## config.mk

```make
export PLATFORM = sky130hd
export DESIGN_NAME = pred_qualify_unit
export DESIGN_NICKNAME = d
export VERILOG_FILES = /design/src/rtl/pq_pkg.sv /design/src/rtl/pq_pred_file.sv /design/src/rtl/pq_bypass_read.sv /design/src/rtl/pred_qualify_unit.sv
export SDC_FILE = /design/constraint.sdc
export NUM_CORES = 1
export LEC_CHECK = 0
export BUFFER_PORTS_ARGS = -buffer_cell sky130_fd_sc_hd__buf_4
export CORE_MARGIN = 2
export CORE_UTILIZATION = 54
export CTS_BUF_LIST = sky130_fd_sc_hd__clkbuf_16
export DETAILED_ROUTE_END_ITERATION = 8
export GPL_TIMING_DRIVEN = 0
export PLACE_DENSITY = 0.74
export SKIP_CTS_REPAIR_TIMING = 1
export SLEW_MARGIN = 5
export SYNTH_ARGS = -nofsm -noshare
export SYNTH_HDL_FRONTEND = slang
export SYNTH_HIERARCHICAL = 1
export SYNTH_SLANG_ARGS = --single-unit
```

## constraint.sdc

```tcl
create_clock -name clk -period 2.2 [get_ports clk]
set_clock_uncertainty 0.15 [all_clocks]
set_input_delay 0.66 -clock clk [delete_from_list [all_inputs] [get_ports clk]]
set_output_delay 0.66 -clock clk [all_outputs]
set_load 0.1 [all_outputs]
```

## src/rtl/pq_pkg.sv

```systemverilog
package pq_pkg;

  localparam int unsigned PQ_DEF_ENTRIES = 64;

  // Next value of one predicate entry. The true-target write wins over the
  // false-target write when both hit the same entry.
  function automatic logic pq_next(input logic hit_t, input logic hit_f,
                                   input logic res, input logic cur);
    if (hit_t)      return res;
    else if (hit_f) return ~res;
    else            return cur;
  endfunction

endpackage

```

## src/rtl/pq_pred_file.sv

```systemverilog
module pq_pred_file #(
  parameter int unsigned ENTRIES = pq_pkg::PQ_DEF_ENTRIES,
  parameter int unsigned IDX_W   = $clog2(ENTRIES)
) (
  input  logic               clk,
  input  logic               rst,
  input  logic               wr_vld,
  input  logic               wr_res,
  input  logic [IDX_W-1:0]   wr_tgt_t,
  input  logic [IDX_W-1:0]   wr_tgt_f,
  output logic [ENTRIES-1:0] flags
);
  import pq_pkg::*;

  logic [ENTRIES-1:1] store_q;

  assign flags[0] = 1'b1;

  for (genvar e = 1; e < ENTRIES; e++) begin : g_entry
    logic hit_t, hit_f;
    assign hit_t = wr_vld && (wr_tgt_t == IDX_W'(e));
    assign hit_f = wr_vld && (wr_tgt_f == IDX_W'(e));

    always_ff @(posedge clk) begin
      if (rst) store_q[e] <= 1'b0;
      else     store_q[e] <= pq_next(hit_t, hit_f, wr_res, store_q[e]);
    end

    assign flags[e] = store_q[e];
  end

  // both targets land on the same edge
  p_true_lands_r4: assert property (@(posedge clk) disable iff (rst)
    (wr_vld && wr_tgt_t != '0) |=> flags[$past(wr_tgt_t)] == $past(wr_res));
  p_false_lands_r4: assert property (@(posedge clk) disable iff (rst)
    (wr_vld && wr_tgt_f != '0 && wr_tgt_f != wr_tgt_t)
      |=> flags[$past(wr_tgt_f)] == !$past(wr_res));
  // no write without a valid compare
  p_hold_idle_r6: assert property (@(posedge clk) disable iff (rst)
    !wr_vld |=> $stable(flags));
  // entry 0 pinned true
  p_zero_true_r3: assert property (@(posedge clk) disable iff (rst)
    flags[0]);

endmodule

```

## src/rtl/pq_bypass_read.sv

```systemverilog
module pq_bypass_read #(
  parameter int unsigned ENTRIES = pq_pkg::PQ_DEF_ENTRIES,
  parameter int unsigned IDX_W   = $clog2(ENTRIES)
) (
  input  logic               clk,
  input  logic               rst,
  input  logic [ENTRIES-1:0] flags,
  input  logic               wr_vld,
  input  logic               wr_res,
  input  logic [IDX_W-1:0]   wr_tgt_t,
  input  logic [IDX_W-1:0]   wr_tgt_f,
  input  logic               rd_vld,
  input  logic [IDX_W-1:0]   rd_idx,
  output logic               out_vld,
  output logic               out_en
);
  import pq_pkg::*;

  logic nonzero, byp_t, byp_f, pred_now;

  assign nonzero  = (rd_idx != '0);
  assign byp_t    = wr_vld && nonzero && (wr_tgt_t == rd_idx);
  assign byp_f    = wr_vld && nonzero && (wr_tgt_f == rd_idx);
  assign pred_now = pq_next(byp_t, byp_f, wr_res, flags[rd_idx]);

  always_ff @(posedge clk) begin
    if (rst) begin
      out_vld <= 1'b0;
      out_en  <= 1'b0;
    end else begin
      out_vld <= rd_vld;
      out_en  <= rd_vld && pred_now;
    end
  end

  // enable never without a presented lookup
  p_en_needs_vld_r8: assert property (@(posedge clk) disable iff (rst)
    out_en |-> out_vld);
  // entry 0 always commits
  p_zero_commits_r3: assert property (@(posedge clk) disable iff (rst)
    (rd_vld && rd_idx == '0) |=> out_en);
  // same-cycle true-target write is forwarded
  p_fwd_true_r7: assert property (@(posedge clk) disable iff (rst)
    (rd_vld && wr_vld && nonzero && wr_tgt_t == rd_idx) |=> out_en == $past(wr_res));

endmodule

```

## src/rtl/pred_qualify_unit.sv

```systemverilog
module pred_qualify_unit #(
  parameter int unsigned ENTRIES = pq_pkg::PQ_DEF_ENTRIES,
  parameter int unsigned IDX_W   = $clog2(ENTRIES)
) (
  input  logic             clk,
  input  logic             rst,
  input  logic             cmp_vld,
  input  logic             cmp_res,
  input  logic [IDX_W-1:0] cmp_tgt_t,
  input  logic [IDX_W-1:0] cmp_tgt_f,
  input  logic             qual_vld,
  input  logic [IDX_W-1:0] qual_idx,
  output logic             commit_vld,
  output logic             commit_en
);

  logic [ENTRIES-1:0] flags;

  pq_pred_file #(.ENTRIES(ENTRIES), .IDX_W(IDX_W)) file_i (
    .clk(clk), .rst(rst),
    .wr_vld(cmp_vld), .wr_res(cmp_res),
    .wr_tgt_t(cmp_tgt_t), .wr_tgt_f(cmp_tgt_f),
    .flags(flags)
  );

  pq_bypass_read #(.ENTRIES(ENTRIES), .IDX_W(IDX_W)) rd_i (
    .clk(clk), .rst(rst), .flags(flags),
    .wr_vld(cmp_vld), .wr_res(cmp_res),
    .wr_tgt_t(cmp_tgt_t), .wr_tgt_f(cmp_tgt_f),
    .rd_vld(qual_vld), .rd_idx(qual_idx),
    .out_vld(commit_vld), .out_en(commit_en)
  );

  // a lookup is answered on the following edge
  p_answer_next_r2: assert property (@(posedge clk) disable iff (rst)
    qual_vld |=> commit_vld);
  // no lookup, no answer
  p_idle_quiet_r8: assert property (@(posedge clk) disable iff (rst)
    !qual_vld |=> !commit_vld && !commit_en);

endmodule

```

==> results by group <==
Run status
  – Outcome: complete, but fails checks
  – Failing checks: setup timing

Worst setup path
  – Setup crit end kind: flip-flop
  – Critical Path RT: 2280 ps
  – Startpoint Class: input port
  – WP data arrival: 2310 ps
  – Crit-path max FO: 10
  – Flop-to-flop setup slack: 250 ps
  – Setup Crit Path Kind: input port to flip-flop

Pwr
  – Internal: 2.14 mW
  – Switching power: 0.930 mW
  – Pwr dens: 537 nW/um2
  – Sequential power share: 39.3%
  – Power share of the clock group: 41.4%
  – Worst vdd ir: 0.000301 V
  – Comb pwr share: 19.2%
  – Leak Pwr: 2.31 nW
  – Sw frac: 30.3%

Place
  – Routability cong.: 1.02
  – Area of placed instances: 5400 um2
  – Post-detail-place hpwl: 14.2 mm
  – IO buf count: 20

Global routing
  – Most Crowded Layer GR: met2
  – Overflow left after global routing: 0
  – Largest net degree at the start of global routing: 11
  – Vias in the first global route: 5198
  – M1 GR Usage: 52.3%
  – First-pass GRT wire length: 30.4 mm
  – Total track usage: 40.8%
  – Met3 GRT Util: 9.99%
  – Initial antenna violation count: 0
  – GR Layer Usage met2: 58.6%

Route
  – Residual DRC: 0
  – Iteration-0 DRC Markers: 694
  – Via count: 5556
  – DRT antenna net count: 0
  – Avg WL per Cell: 29.7 um
  – Drt via density: 7.98
  – Final wirelength: 20.7 mm
  – Pre-antenna DRT Iters: 6

Clocking
  – Worst-path clk slew: 50 ps
  – CTS H-Tree Depth: 3
  – Clock sinks: 65
  – Worst-case clock buffer depth: 2
  – Worst-Skew Late Latency: 340 ps
  – CTS tree: built
  – Num CTS Buffers: 9
  – Root buffer cell: clkbuf_16

Final layout
  – P&R area growth vs syn: 12.4%
  – Commonest non-fill, non-tap cells in the layout: 65 x a21oi_1, 65 x dfxtp_1, 64 x o22ai_1
  – Share of cells above drive strength 1: 19.8%
  – Number of fill cells: 800
  – Number of diodes: 0
  – Final instance area: 5710 um2
  – Nets@finish: 604

Die
  – DIE WIDTH: 101 um
  – Die Y: 101 um
  – Core area: 9200 um2
  – Die area: 10200 um2
  – FP Rows: 35
  – Boundary Pins: 25
  – Starting Density: 55.2%

Worst hold path
  – Min-delay worst type: flip-flop to flip-flop

Synth
  – Top FF cell, synth: dfxtp_1
  – Share of flip-flops with an asynchronous set or reset: 0%
  – Count of cell types in the netlist: 50
  – Yosys warns: 6
  – Post-Syn Area: 5080 um2
  – Syn_area_per_cell: 9.23 um2
  – Seq cells post-synth: 65
  – Post-synthesis sequential area ratio: 25.6%
  – Post-synth EDFFs: 0
  – Post-Syn Instances: 550
  – Syn nets: 573

Timing
  – Setup TNS: -55.9 ps
  – F_max: 448 MHz
  – Slew Limit Fails: 0
  – Final hold violations: 0
  – RSZ-0062 raised after global routing: false
  – Final worst-path cycle share: 101%
  – Fin worst setup slack: -31.3 ps
  – Slew @ Worst Pin: 830 ps
  – Max_slew headroom: 44.7%
  – Setup Viol. Count Final: 3
  – Min Tclk post-route: 2230 ps
  – WHS: 348 ps

Flow run
  – Max cap viols: 0
-- final cells by class --
class / instances / area, um2 / area share [%]
well taps: 111 / 139 / 2.43
clock inverters: 6 / 28.8 / 0.504
clock buffers: 9 / 225 / 3.95
repair buffers: 20 / 150 / 2.63
multi-input cells: 402 / 3420 / 59.9
flip-flops and latches: 65 / 1300 / 22.8
plain buffers: 83 / 445 / 7.80
-- sequential cells by signal, summed over array words and instances, names as in the netlist --
register	flops
file_i/flags	63
rd_i/out_en	1
rd_i/out_vld	1
-- logic make-up after synthesis --
family | count (synthesis) | share of synthesized area (%)
xor gates and xnor gates | 12 | 2.07
AOI/OAI and AO/OA | 264 | 37.8
buffers and inverters | 83 | 8.23
muxes | 24 | 8.03
and+or+nand+nor | 101 | 18.2
DFF | 65 | 25.6
other | 1 | 0.0738
-- power by group through the flow --
stage / registers (mW) / clock network, mW / logic, mW
2_1_floorplan: 1.24 / 0 / 0.345
3_3_place_gp: 1.23 / 0 / 0.539
3_5_place_dp: 1.23 / 0 / 0.548
4_1_cts: 1.21 / 1.28 / 0.551
5_1_grt: 1.21 / 1.34 / 0.608
6_report: 1.21 / 1.27 / 0.590
-- synthesized netlist by cell type, types with 4 or more instances --
| library cell | count | area [um2] |
|---|---|---|
| a21oi_1 | 65 | 325 |
| dfxtp_1 | 65 | 1300 |
| o22ai_1 | 64 | 400 |
| o211a_1 | 63 | 631 |
| o211ai_1 | 63 | 473 |
| clkbuf_1 | 38 | 143 |
| buf_2 | 25 | 125 |
| and4b_1 | 11 | 110 |
| mux4_2 | 10 | 225 |
| nand4bb_1 | 10 | 113 |
| and4bb_2 | 9 | 113 |
| mux2_2 | 8 | 90.1 |
| nand4b_1 | 8 | 70.1 |
| xnor2_1 | 8 | 70.1 |
| buf_1 | 7 | 26.3 |
| buf_6 | 7 | 78.8 |
| buf_4 | 6 | 45.0 |
| nand3_1 | 6 | 30.0 |
| nor4bb_1 | 6 | 60.1 |
| or4b_1 | 6 | 60.1 |
| nor4b_1 | 5 | 43.8 |
| mux2i_1 | 4 | 40.0 |
| nand3b_1 | 4 | 30.0 |
| nand4_1 | 4 | 25.0 |
| nor3_1 | 4 | 20.0 |
| nor4_1 | 4 | 25.0 |
| nor4b_2 | 4 | 60.1 |
| xor2_1 | 4 | 35.0 |
-- per-layer routing --
| metal | share of wire, % | wire length (um) | vias to the layer above |
|---|---|---|---|
| met5 | 0 | 0 | - |
| met4 | 8.8 | 1830 | 0 |
| met3 | 12 | 2430 | 133 |
| met2 | 42 | 8640 | 465 |
| met1 | 38 | 7790 | 2602 |
| li1 | - | - | 2356 |
-- worst paths after layout --
check                                 from                       endpoint  cells after the start
max                                cmp_vld  file_i/flags[22]$_SDFFE_PP0P_                      6
min          file_i/flags[33]$_SDFFE_PP0P_  file_i/flags[33]$_SDFFE_PP0P_                      1
max reg2reg  file_i/flags[39]$_SDFFE_PP0P_         rd_i/out_en$_SDFF_PP0_                      6
min reg2reg  file_i/flags[33]$_SDFFE_PP0P_  file_i/flags[33]$_SDFFE_PP0P_                      1
-- stage by stage --
stage	total power, mW	instances	util, %	setup WS [ps]
2_1_floorplan	1.58	550	-	-24.8
3_3_place_gp	1.77	681	58.7	-393
3_5_place_dp	1.78	681	58.7	-405
4_1_cts	3.03	696	61.4	-61.7
5_1_grt	3.15	696	62.1	0.198
6_report	3.07	696	62.1	-31.3
-- critical path, stage by stage --
cell	delay, ps
buf_4	140
buf_4	170
nand3b_1	330
clkbuf_1	540
o22ai_1	210
o211a_1	250
Note: power is estimated with default switching activity, not from simulation.
